File: config.mk
export PLATFORM = sky130hd
export DESIGN_NAME = sbp_stream_prefetcher
export DESIGN_NICKNAME = d
export VERILOG_FILES = /design/src/rtl/sbp_pkg.sv /design/src/rtl/sbp_fifo.sv /design/src/rtl/sbp_reqgen.sv /design/src/rtl/sbp_stream_prefetcher.sv
export SDC_FILE = /design/constraint.sdc
export NUM_CORES = 1
export LEC_CHECK = 0
export BUFFER_PORTS_ARGS = -buffer_cell sky130_fd_sc_hd__buf_4
export CORE_MARGIN = 2
export CORE_UTILIZATION = 50
export DETAILED_ROUTE_END_ITERATION = 7
export PLACE_DENSITY = 0.67
export SLEW_MARGIN = 0
export SYNTH_ARGS = -nofsm -noshare
export SYNTH_HDL_FRONTEND = slang
export SYNTH_HIERARCHICAL = 1
export SYNTH_SLANG_ARGS = --single-unit
File: constraint.sdc
create_clock -name clk -period 5.75 [get_ports clk]
set_input_delay 1.4375 -clock clk [delete_from_list [all_inputs] [get_ports clk]]
set_output_delay 1.4375 -clock clk [all_outputs]
set_load 0.05 [all_outputs]
File: src/rtl/sbp_pkg.sv
package sbp_pkg;

  // Circular increment used by every ring pointer in the block.
  function automatic int unsigned sbp_wrap(input int unsigned p, input int unsigned n);
    return (p + 1 >= n) ? 0 : p + 1;
  endfunction

endpackage

File: src/rtl/sbp_fifo.sv
module sbp_fifo #(
  parameter int DEPTH  = 4,
  parameter int LINE_W = 26,
  parameter int DATA_W = 64
) (
  input  logic              clk,
  input  logic              rst_n,
  input  logic              flush,
  input  logic              push,
  input  logic [LINE_W-1:0] push_tag,
  input  logic              fill,
  input  logic [DATA_W-1:0] fill_data,
  input  logic              pop,
  output logic              head_vld,
  output logic              head_pend,
  output logic [LINE_W-1:0] head_tag,
  output logic [DATA_W-1:0] head_data,
  output logic              full
);
  localparam int PTR_W = (DEPTH > 1) ? $clog2(DEPTH) : 1;
  localparam int CNT_W = $clog2(DEPTH + 1);

  logic              vld_q  [DEPTH];
  logic              pend_q [DEPTH];
  logic [LINE_W-1:0] tag_q  [DEPTH];
  logic [DATA_W-1:0] data_q [DEPTH];

  logic [PTR_W-1:0] hd, tl, fp;
  logic [CNT_W-1:0] cnt, npend;

  // Pointers: tail allocates, fill pointer tracks oldest pending, head pops.
  always_ff @(posedge clk or negedge rst_n) begin
    if (!rst_n) begin
      hd <= '0; tl <= '0; fp <= '0; cnt <= '0; npend <= '0;
    end else if (flush) begin
      hd <= '0; tl <= '0; fp <= '0; cnt <= '0; npend <= '0;
    end else begin
      if (push) tl <= PTR_W'(sbp_pkg::sbp_wrap(32'(tl), DEPTH));
      if (fill) fp <= PTR_W'(sbp_pkg::sbp_wrap(32'(fp), DEPTH));
      if (pop)  hd <= PTR_W'(sbp_pkg::sbp_wrap(32'(hd), DEPTH));
      if (push && !pop)      cnt <= cnt + CNT_W'(1);
      else if (pop && !push) cnt <= cnt - CNT_W'(1);
      if (push && !fill)      npend <= npend + CNT_W'(1);
      else if (fill && !push) npend <= npend - CNT_W'(1);
    end
  end

  for (genvar i = 0; i < DEPTH; i++) begin : g_ent
    always_ff @(posedge clk or negedge rst_n) begin
      if (!rst_n) begin
        vld_q[i]  <= 1'b0;
        pend_q[i] <= 1'b0;
      end else if (flush) begin
        vld_q[i]  <= 1'b0;
        pend_q[i] <= 1'b0;
      end else begin
        if (push && tl == PTR_W'(i)) begin
          vld_q[i]  <= 1'b1;
          pend_q[i] <= 1'b1;
        end
        if (fill && fp == PTR_W'(i)) pend_q[i] <= 1'b0;
        if (pop && hd == PTR_W'(i))  vld_q[i]  <= 1'b0;
      end
    end

    always_ff @(posedge clk) begin
      if (push && !flush && tl == PTR_W'(i)) tag_q[i]  <= push_tag;
      if (fill && !flush && fp == PTR_W'(i)) data_q[i] <= fill_data;
    end
  end

  assign head_vld  = vld_q[hd];
  assign head_pend = pend_q[hd];
  assign head_tag  = tag_q[hd];
  assign head_data = data_q[hd];
  assign full      = (cnt == CNT_W'(DEPTH));

  // The generator must never allocate into a full ring.
  assert_push_room_R2: assert property (@(posedge clk) disable iff (!rst_n)
    push |-> cnt < CNT_W'(DEPTH));

  // A response the generator calls live must land on an entry waiting for data.
  assert_fill_matches_pending_R7: assert property (@(posedge clk) disable iff (!rst_n)
    (fill && !flush) |-> npend != '0);

endmodule

File: src/rtl/sbp_reqgen.sv
module sbp_reqgen #(
  parameter int LINE_W  = 26,
  parameter int MAX_OUT = 8
) (
  input  logic              clk,
  input  logic              rst_n,
  input  logic              flush,
  input  logic [LINE_W-1:0] flush_line,
  input  logic              slot_free,
  input  logic              mreq_ready,
  input  logic              mrsp_valid,
  output logic              mreq_valid,
  output logic [LINE_W-1:0] mreq_line,
  output logic              load,
  output logic [LINE_W-1:0] load_line,
  output logic              rsp_live
);
  localparam int OUT_W = $clog2(MAX_OUT + 1);

  logic              active;
  logic [LINE_W-1:0] nxt;
  logic              rq_v, rq_stale;
  logic [LINE_W-1:0] rq_line;
  logic [OUT_W-1:0]  out_live, out_stale, live_d, stale_d;
  logic              fire, rsp_stale;
  logic [OUT_W:0]    out_total;

  assign fire      = rq_v && mreq_ready;
  assign rsp_stale = mrsp_valid && (out_stale != '0);
  assign rsp_live  = mrsp_valid && (out_stale == '0);
  assign out_total = {1'b0, out_live} + {1'b0, out_stale};
  assign load      = active && !flush && !rq_v && slot_free &&
                     (out_total < (OUT_W+1)'(MAX_OUT));
  assign load_line = nxt;
  assign mreq_valid = rq_v;
  assign mreq_line  = rq_line;

  // Outstanding accounting: on a flush every live request turns stale.
  always_comb begin
    live_d  = out_live;
    stale_d = out_stale;
    if (rsp_stale) stale_d = stale_d - OUT_W'(1);
    if (flush) begin
      stale_d = stale_d + out_live - (rsp_live ? OUT_W'(1) : OUT_W'(0));
      live_d  = '0;
      if (fire) stale_d = stale_d + OUT_W'(1);
    end else begin
      if (rsp_live) live_d = live_d - OUT_W'(1);
      if (fire) begin
        if (rq_stale) stale_d = stale_d + OUT_W'(1);
        else          live_d  = live_d + OUT_W'(1);
      end
    end
  end

  always_ff @(posedge clk or negedge rst_n) begin
    if (!rst_n) begin
      active    <= 1'b0;
      nxt       <= '0;
      rq_v      <= 1'b0;
      rq_stale  <= 1'b0;
      rq_line   <= '0;
      out_live  <= '0;
      out_stale <= '0;
    end else begin
      out_live  <= live_d;
      out_stale <= stale_d;
      if (fire) rq_v <= 1'b0;
      if (load) begin
        rq_v     <= 1'b1;
        rq_line  <= nxt;
        rq_stale <= 1'b0;
        nxt      <= nxt + LINE_W'(1);
      end
      if (flush) begin
        active <= 1'b1;
        nxt    <= flush_line + LINE_W'(1);
        if (rq_v && !fire) rq_stale <= 1'b1;
      end
    end
  end

  assert_req_hold_R9: assert property (@(posedge clk) disable iff (!rst_n)
    (mreq_valid && !mreq_ready) |=> (mreq_valid && $stable(mreq_line)));

  assert_out_limit_R8: assert property (@(posedge clk) disable iff (!rst_n)
    mreq_valid |-> out_total < (OUT_W+1)'(MAX_OUT));

endmodule

File: src/rtl/sbp_stream_prefetcher.sv
module sbp_stream_prefetcher #(
  parameter int LINE_W  = 26,
  parameter int DATA_W  = 64,
  parameter int DEPTH   = 4,
  parameter int MAX_OUT = 8
) (
  input  logic              clk,
  input  logic              rst_n,
  input  logic              probe_valid,
  output logic              probe_ready,
  input  logic [LINE_W-1:0] probe_line,
  output logic              probe_hit,
  output logic [DATA_W-1:0] probe_data,
  output logic              mreq_valid,
  input  logic              mreq_ready,
  output logic [LINE_W-1:0] mreq_line,
  input  logic              mrsp_valid,
  input  logic [DATA_W-1:0] mrsp_data
);
  logic              head_vld, head_pend, full;
  logic [LINE_W-1:0] head_tag, load_line;
  logic [DATA_W-1:0] head_data;
  logic              head_match, lk_fire, pop, flush, load, rsp_live;

  // Head-only comparison, done alongside the cache lookup.
  always_comb begin
    head_match  = head_vld && (head_tag == probe_line);
    probe_ready = !(head_match && head_pend);
    probe_hit   = head_match && !head_pend;
    lk_fire     = probe_valid && probe_ready;
    pop         = lk_fire && probe_hit;
    flush       = lk_fire && !probe_hit;
  end
  assign probe_data = head_data;

  sbp_fifo #(.DEPTH(DEPTH), .LINE_W(LINE_W), .DATA_W(DATA_W)) u_fifo (
    .clk(clk), .rst_n(rst_n), .flush(flush),
    .push(load), .push_tag(load_line),
    .fill(rsp_live), .fill_data(mrsp_data),
    .pop(pop),
    .head_vld(head_vld), .head_pend(head_pend), .head_tag(head_tag),
    .head_data(head_data), .full(full)
  );

  sbp_reqgen #(.LINE_W(LINE_W), .MAX_OUT(MAX_OUT)) u_reqgen (
    .clk(clk), .rst_n(rst_n), .flush(flush), .flush_line(probe_line),
    .slot_free(!full), .mreq_ready(mreq_ready), .mrsp_valid(mrsp_valid),
    .mreq_valid(mreq_valid), .mreq_line(mreq_line),
    .load(load), .load_line(load_line), .rsp_live(rsp_live)
  );

  // A miss leaves an empty ring for the next cycle.
  assert_miss_restarts_R1: assert property (@(posedge clk) disable iff (!rst_n)
    (probe_valid && probe_ready && !probe_hit) |=> !head_vld);

  // After a hit the head is the next consecutive line or nothing.
  assert_hit_advances_R3: assert property (@(posedge clk) disable iff (!rst_n)
    (probe_valid && probe_ready && probe_hit) |=>
      (!head_vld || head_tag == $past(head_tag) + LINE_W'(1)));

endmodule

## After elaboration in Yosys (flattened, before gate mapping)

Memory sizes are Yosys's and may differ from the RTL's.
Cells that the tools add are included.

| operators by class | value |
|---|---|
| add/sub/neg operators | 15 |
| multipliers | 0 |
| divide/modulo/power cells | 0 |
| $lt $le $gt $ge | 5 |
| equal/unequal tests | 11 |
| shift-type cells | 0 |
| mux-type cells | 90 |
| bitwise logic cells | 1 |
| reduce and logical (&&, ||, !) cells | 71 |

Operators with widths:

| kind | count |
|---|---|
| $mux 64 | 3 |
| $reduce_or 64->1 | 3 |
| $mux 26 | 5 |
| $reduce_or 26->1 | 3 |
| $add 26x1->26 const B | 2 |
| $mux 1 | 52 |
| $mux 4 | 10 |
| $logic_and 1x1->1 | 38 |
| $mux 2 | 15 |
| $reduce_bool 3->1 | 9 |
| $eq 26x26->1 | 1 |
| $add 4x1->4 const B | 3 |
| $eq 2x2->1 const B | 6 |
| $ge 3x3->1 const B | 4 |
| $add 2x1->3 const B | 3 |
| $logic_not 1->1 | 9 |
| $mux 3 | 3 |
| $reduce_bool 2->1 | 4 |
| $sub 4x1->4 const B | 2 |
| $eq 2x1->1 const B | 3 |
| $logic_not 2->1 | 3 |
| $add 4x4->5 | 1 |
| $lt 5x4->1 const B | 1 |
| $add 4x4->4 | 1 |
| other kinds (8) | 9 |

| storage, ports and cells | value |
|---|---|
| bits in registers | 80 |
| bits in latches | 0 |
| RAM bits | 360 |
| bits in read-only memories | 0 |
| input port bits | 95 |
| output and inout bits | 93 |
| logic and storage cells | 214 |
| memories kept | 2 |

Memories:

| name | depth | bits a word | read ports | clocked after Yosys merged registers in | wr ports | RTL line | RTL |
|---|---|---|---|---|---|---|---|
| u_fifo.data_q | 4 | 64 | 1 | 0 | 1 | sbp_fifo.sv:26 | `logic [DATA_W-1:0] data_q [DEPTH];` |
| u_fifo.tag_q | 4 | 26 | 1 | 0 | 1 | sbp_fifo.sv:25 | `logic [LINE_W-1:0] tag_q [DEPTH];` |

## Longest topological paths before layout

| logic depth | value |
|---|---|
| depth after elaboration | 22 |
| depth in mapped cells | 22 |
| gate-level depth less buffers | 15 |

## Modules after synthesis

Netlist, hierarchy kept.

Modules (own cells, without submodules):

| module | times used | cells each | area each (sq um) | seq. area each (sq um) |
|---|---|---|---|---|
| sbp_fifo | 1 | 571 | 14078.5 | 11235.8 |
| sbp_reqgen | 1 | 453 | 4017.6 | 1576.5 |
| sbp_stream_prefetcher | 1 | 43 | 336.6 | 0.0 |

## Worst setup path before layout

Ideal clock, no wire load.

| timing | value |
|---|---|
| path kind | input to register |
| start point | in probe_line[24] |
| end point | mem u_fifo.tag_q[0][0] (enable) |
| setup time | 0.385 ns |
| arrival | 4.515 ns |
| slack | 0.850 ns |
| cell stages on the path | 13 |
| buffers on the path | 4 |
| cells stage by stage | xor2_1 > nor4_1 > and4_1 > a21oi_1 > buf_6 > buf_4 > nor4b_1 > nand4_1 > inv_1 > clkbuf_1 > buf_2 > nor2b_1 > and2_1 |

| between the ends | value |
|---|---|
| word-level cells in the longest chain between the ends | 19 |
| elaborated cells between the ends (all ways) | 35 |
| those cells by class | eq/ne (1); mux (14); reduce/logical (20) |

RTL lines:

| item | RTL line | RTL |
|---|---|---|
| start: declaration | sbp_stream_prefetcher.sv:11 | `input logic [LINE_W-1:0] probe_line,` |
| $eq 26x26->1 * | sbp_stream_prefetcher.sv:27 | `head_match = head_vld && (head_tag == probe_line);` |
| $logic_and 1x1->1 * | sbp_stream_prefetcher.sv:27 |  |
| $logic_and 1x1->1 | sbp_stream_prefetcher.sv:28 | `probe_ready = !(head_match && head_pend);` |
| $logic_not 1->1 | sbp_stream_prefetcher.sv:28 |  |
| $logic_and 1x1->1 | sbp_stream_prefetcher.sv:30 | `lk_fire = probe_valid && probe_ready;` |
| $logic_and 1x1->1 * | sbp_stream_prefetcher.sv:32 | `flush = lk_fire && !probe_hit;` |
| net flush | sbp_stream_prefetcher.sv:23 | `logic head_match, lk_fire, pop, flush, load, rsp_live;` |
| $logic_not 1->1 * | sbp_reqgen.sv:32 | `assign load = active && !flush && !rq_v && slot_free &&` |
| $logic_and 1x1->1 * (4 in series) | sbp_reqgen.sv:32 |  |
| net load | sbp_stream_prefetcher.sv:23 |  |
| $logic_and 1x1->1 * | sbp_fifo.sv:67 | `if (push && !flush && tl == PTR_W'(i)) tag_q[i] <= push_tag;` |
| $logic_and 1x1->1 | sbp_fifo.sv:67 |  |
| $mux 1 | sbp_fifo.sv:67 |  |
| $mux 1 (implied by the code) | sbp_fifo.sv:67 |  |
| $reduce_or 26->1 (no source line) | -- |  |
| $mux 2 (no source line) or $mux 1 (tied branches) (3 in series) | -- |  |
| end: declaration | sbp_fifo.sv:25 |  |

The timed path passes the listed nets; every way through them passes the cells marked *.

## Worst setup path in the final report

| timing | value |
|---|---|
| start point | reg u_fifo.hd[0] |
| end point | out probe_data[19] |

| between the ends | value |
|---|---|
| word-level cells in the longest chain between the ends | 1 |

RTL lines:

| item | RTL line | RTL |
|---|---|---|
| start: declaration | sbp_fifo.sv:28 | `logic [PTR_W-1:0] hd, tl, fp;` |
| start signal: assignment | sbp_fifo.sv:40 | `if (pop) hd <= PTR_W'(sbp_pkg::sbp_wrap(32'(hd), DEPTH));` |
| $mem_v2 4x64 | -- |  |
| end: declaration | sbp_stream_prefetcher.sv:13 | `output logic [DATA_W-1:0] probe_data,` |

No other way between the ends.

==> run_summary.xml <==
<?xml version="1.0" encoding="UTF-8"?>
<metrics>
  <group name="detailed_routing">
    <metric name="remaining_drc_errors" unit="">0</metric>
    <metric name="dr_vias" unit="">9895</metric>
    <metric name="drt-pass1-iter-count" unit="">5</metric>
    <metric name="wl_per_cell" unit="um">21.0</metric>
    <metric name="wirelength" unit="um">37500</metric>
    <metric name="detail_route.iter0.violations" unit="">578</metric>
    <metric name="drt.antenna.violating_nets" unit="">0</metric>
    <metric name="route.detailed.vias_per_inst" unit="">5.55</metric>
  </group>
  <group name="critical_path">
    <metric name="terminus_of_the_critical_flop_to_flop_path" unit="">u_reqgen/load_line[23]</metric>
    <metric name="endpoint_kind" unit="">output port</metric>
    <metric name="worst-path-max-fanout" unit="">37</metric>
    <metric name="ff2ff_path_depth" unit="">11</metric>
    <metric name="ff2ff_setup_slack" unit="ns">0.97</metric>
    <metric name="start_kind" unit="">register</metric>
    <metric name="timing.rr.start" unit="">u_fifo/hd[0]</metric>
    <metric name="timing_worst_setup_path_type" unit="">reg -&gt; out</metric>
    <metric name="cp.arrival" unit="ns">3.62</metric>
    <metric name="worstPathRequired" unit="ns">4.31</metric>
    <metric name="worstSetupStartpoint" unit="">u_fifo/hd[0]</metric>
  </group>
  <group name="sta">
    <metric name="setup_tns" unit="ns">0</metric>
    <metric name="hold_violations" unit="">0</metric>
    <metric name="period_needed" unit="ns">5.06</metric>
    <metric name="max_freq" unit="GHz">0.198</metric>
    <metric name="timing.clock.skew" unit="ns">0.0237</metric>
    <metric name="tightest_slew" unit="ns">0.944</metric>
    <metric name="timing.final.crit_share" unit="">0.880</metric>
    <metric name="slew_violations" unit="">0</metric>
    <metric name="worst_slew_margin_rel" unit="">0.371</metric>
    <metric name="rsz0062_at_grt" unit="">false</metric>
    <metric name="setup_viol_count_final" unit="">0</metric>
  </group>
  <group name="synthesis">
    <metric name="yosysUniqueCellTypes" unit="">56</metric>
    <metric name="synth_fp_nets" unit="">1190</metric>
    <metric name="synth.yosys.warnings" unit="">6</metric>
    <metric name="synth_async_sr_flop_share" unit="">0.182</metric>
    <metric name="yosys_most_used_dff" unit="">edfxtp_1</metric>
    <metric name="synth_area_leader_cell" unit="">edfxtp_1</metric>
    <metric name="synthMuxAreaShare" unit="">0.130</metric>
    <metric name="dominant_combinational_cell_family_by_area_after_synthesis" unit="">multiplexers</metric>
    <metric name="synth.top_cells.by_area" unit="">edfxtp_1, mux4_2, dfrtp_1</metric>
    <metric name="post_synth_inst_count" unit="">1067</metric>
    <metric name="synth-compound-area-share" unit="">0.0223</metric>
    <metric name="synth_top_area_share" unit="">0.586</metric>
    <metric name="post_synth.cell_area_avg" unit="um^2">17.3</metric>
    <metric name="postSynthRegisterBits" unit="">440</metric>
    <metric name="synth_edf_count" unit="">360</metric>
    <metric name="synth-seq-area-share" unit="">0.695</metric>
    <metric name="synth_fa_ha_area_frac" unit="">0.0198</metric>
    <metric name="synthesis.area" unit="um^2">18400</metric>
    <metric name="post_synth_xor_area_fraction" unit="">0.0423</metric>
    <metric name="synthSimpleGateAreaFrac" unit="">0.0680</metric>
  </group>
  <group name="placement">
    <metric name="port_buffers" unit="">187</metric>
    <metric name="place.gp.congestion" unit="">0.823</metric>
    <metric name="place_hpwl" unit="um">23700</metric>
    <metric name="placed_cell_area" unit="um^2">20400</metric>
  </group>
  <group name="finish">
    <metric name="fillers" unit="">2766</metric>
    <metric name="area_occupied_by_registers" unit="um^2">12800</metric>
    <metric name="finalInstanceArea" unit="um^2">21800</metric>
    <metric name="antenna_cells_inserted" unit="">0</metric>
    <metric name="area_of_combinational_cells_with_multiple_inputs" unit="um^2">5230</metric>
    <metric name="syn2layout_area_growth" unit="%">18.2</metric>
    <metric name="drive_above_1_share" unit="">0.292</metric>
    <metric name="layout_net_count" unit="">1403</metric>
    <metric name="final_core_utilization" unit="">0.598</metric>
  </group>
  <group name="grt">
    <metric name="track_usage" unit="">0.200</metric>
    <metric name="grt_first_pass_wirelength" unit="um">58400</metric>
    <metric name="grt_overflow_total" unit="">0</metric>
    <metric name="grt_max_degree" unit="">64</metric>
    <metric name="first_global_vias" unit="">10300</metric>
    <metric name="initial_antenna_violation_count" unit="">0</metric>
  </group>
  <group name="clocking">
    <metric name="root_buffer" unit="">clkbuf_16</metric>
    <metric name="post-cts-setup-buffers" unit="">0</metric>
    <metric name="cts-root-to-sink-buffers" unit="">3</metric>
    <metric name="cells_resized_by_post_cts_repair" unit="">0</metric>
    <metric name="cts_made_buffers" unit="">45</metric>
    <metric name="clk_latency" unit="ns">0.59</metric>
    <metric name="cts_num_sinks" unit="">440</metric>
    <metric name="clock_input_transition_at_the_sequential_cells_of_the_worst_setup_and_hold_paths" unit="ns">0.06</metric>
    <metric name="cts_tree" unit="">yes</metric>
    <metric name="holdBufCountCts" unit="">0</metric>
    <metric name="htreeDepth" unit="">2</metric>
  </group>
  <group name="floorplanning">
    <metric name="fp.dieH" unit="um">196</metric>
    <metric name="start_util" unit="">0.506</metric>
    <metric name="die_area" unit="um^2">38400</metric>
    <metric name="die_w" unit="um">196</metric>
    <metric name="design.portCount" unit="">188</metric>
    <metric name="core" unit="um^2">36400</metric>
    <metric name="floorplan.rows" unit="">70</metric>
  </group>
  <group name="run">
    <metric name="max-cap-violations" unit="">0</metric>
  </group>
  <group name="power">
    <metric name="power_per_standard_cell_area" unit="nW/um^2">381</metric>
    <metric name="p_leak" unit="nW">7.72</metric>
    <metric name="post-layout-total-power" unit="mW">8.31</metric>
    <metric name="ir_worst_vdd" unit="mV">0.277</metric>
  </group>
  <group name="hold_path">
    <metric name="min_from" unit="">u_reqgen/active</metric>
    <metric name="hold_depth" unit="">1</metric>
    <metric name="worstHoldEndpoint" unit="">u_reqgen/active</metric>
    <metric name="hold_class" unit="">reg -&gt; reg</metric>
  </group>
  <group name="run_status">
    <metric name="run_status" unit="">completed</metric>
  </group>
</metrics>
[metal layers]
metal  global-route usage  vias up  wire length (um)
li1                     -     4537                 -
met3               0.0603       58              2900
met4               0.0659        0               848
met5                    0        -                 0
met1                0.257     5040             15500
met2                0.330      260             18200
[flip-flops by register name, summed over array words and instances, names as in the netlist]
register / count
u_fifo/cnt: 3
u_fifo/data_q: 256
u_fifo/fp: 2
u_fifo/hd: 2
u_fifo/pend_q: 4
u_fifo/tag_q: 104
u_fifo/tl: 2
u_fifo/vld_q: 4
u_reqgen/active: 1
u_reqgen/load_line: 26
u_reqgen/mreq_line: 26
u_reqgen/mreq_valid: 1
u_reqgen/out_live: 4
u_reqgen/out_stale: 4
u_reqgen/rq_stale: 1
[power by group]
part           total (mW)  internal [mW]  switching (mW)
Clock                2.75           1.54            1.21
Sequential           3.90           3.71           0.183
Combinational        1.66          0.609            1.05
[cell usage in the layout (no fill, tap or decap), types with 8 or more instances in the layout]
master | netlist | final
a21oi_1 | 20 | 19
mux4_2 | 92 | 92
clkbuf_1 | 12 | 14
o21ai_0 | 11 | 11
and2_1 | 12 | 8
mux2i_1 | 27 | 27
edfxtp_1 | 360 | 360
clkbuf_16 | 0 | 45
nor3_1 | 11 | 11
nor2_1 | 29 | 29
nand4_1 | 17 | 17
nand2_1 | 119 | 119
nand3_1 | 20 | 20
clkinv_1 | 0 | 10
inv_1 | 25 | 24
buf_4 | 6 | 207
dfrtp_1 | 80 | 78
xor2_1 | 37 | 37
a211oi_1 | 11 | 11
ha_1 | 26 | 26
xnor2_1 | 52 | 52
[how the worst max path moves through the flow]
stage	end	slack [ns]	depth (start not counted)
2_1_floorplan	u_fifo/tag_q[0][0]	0.85	13
3_3_place_gp	u_reqgen/load_line[21]	0.99	11
3_5_place_dp	u_reqgen/load_line[23]	0.85	11
4_1_cts	probe_data[19]	0.47	4
5_1_grt	probe_data[14]	0.32	4
6_report	probe_data[19]	0.69	4
[area by class of cell]
cell class                 count  area share
tap                          468      0.0269
timing repair buffer         212      0.0759
clock inverter                21     0.00816
clock buffer                  62      0.0560
multi-input combinational    556       0.240
sequential                   440       0.589
inverter                      25     0.00431
[cell usage after synthesis, types with 5 or more instances]
| library cell | instances |
|---|---|
| nor4_1 | 5 |
| a21oi_1 | 20 |
| nor3_1 | 11 |
| nor2_1 | 29 |
| buf_4 | 6 |
| a211oi_1 | 11 |
| buf_12 | 5 |
| o21ai_0 | 11 |
| mux2i_1 | 27 |
| nand2_1 | 119 |
| nand4b_1 | 5 |
| nor3b_1 | 7 |
| dfrtp_1 | 80 |
| buf_2 | 16 |
| and2_1 | 12 |
| nand4_1 | 17 |
| xnor2_1 | 52 |
| ha_1 | 26 |
| nand3b_1 | 5 |
| xor2_1 | 37 |
| mux2_2 | 5 |
| clkbuf_1 | 12 |
| mux4_2 | 92 |
| nand3_1 | 20 |
| edfxtp_1 | 360 |
| inv_1 | 25 |
[metrics by stage]
step	hold slack, ns	setup slack [ns]	cells
final	0.464	0.689	1784
after global placement	0.451	0.994	1701
after CTS	0.465	0.467	1784
after detailed placement	0.443	0.854	1701
after global routing	0.490	0.318	1784
after floorplan	0.427	0.850	1067
[cell families (layout without fill, tap and decap cells)]
kind of cell / Yosys count / in the layout
xor+xnor: 89 / 89
compound gates: 60 / 60
buf+inv: 71 / 320
flops: 440 / 440
simple gates: 255 / 255
fa+ha+maj: 28 / 28
mux: 124 / 124
[worst max-delay path, stage by stage, from the launching register on]
cell and delay (ns):
dfrtp_4 0.80, buf_4 0.69, buf_4 0.69, mux4_2 0.60, buf_4 0.21
Power figures use the tool's default switching activity.
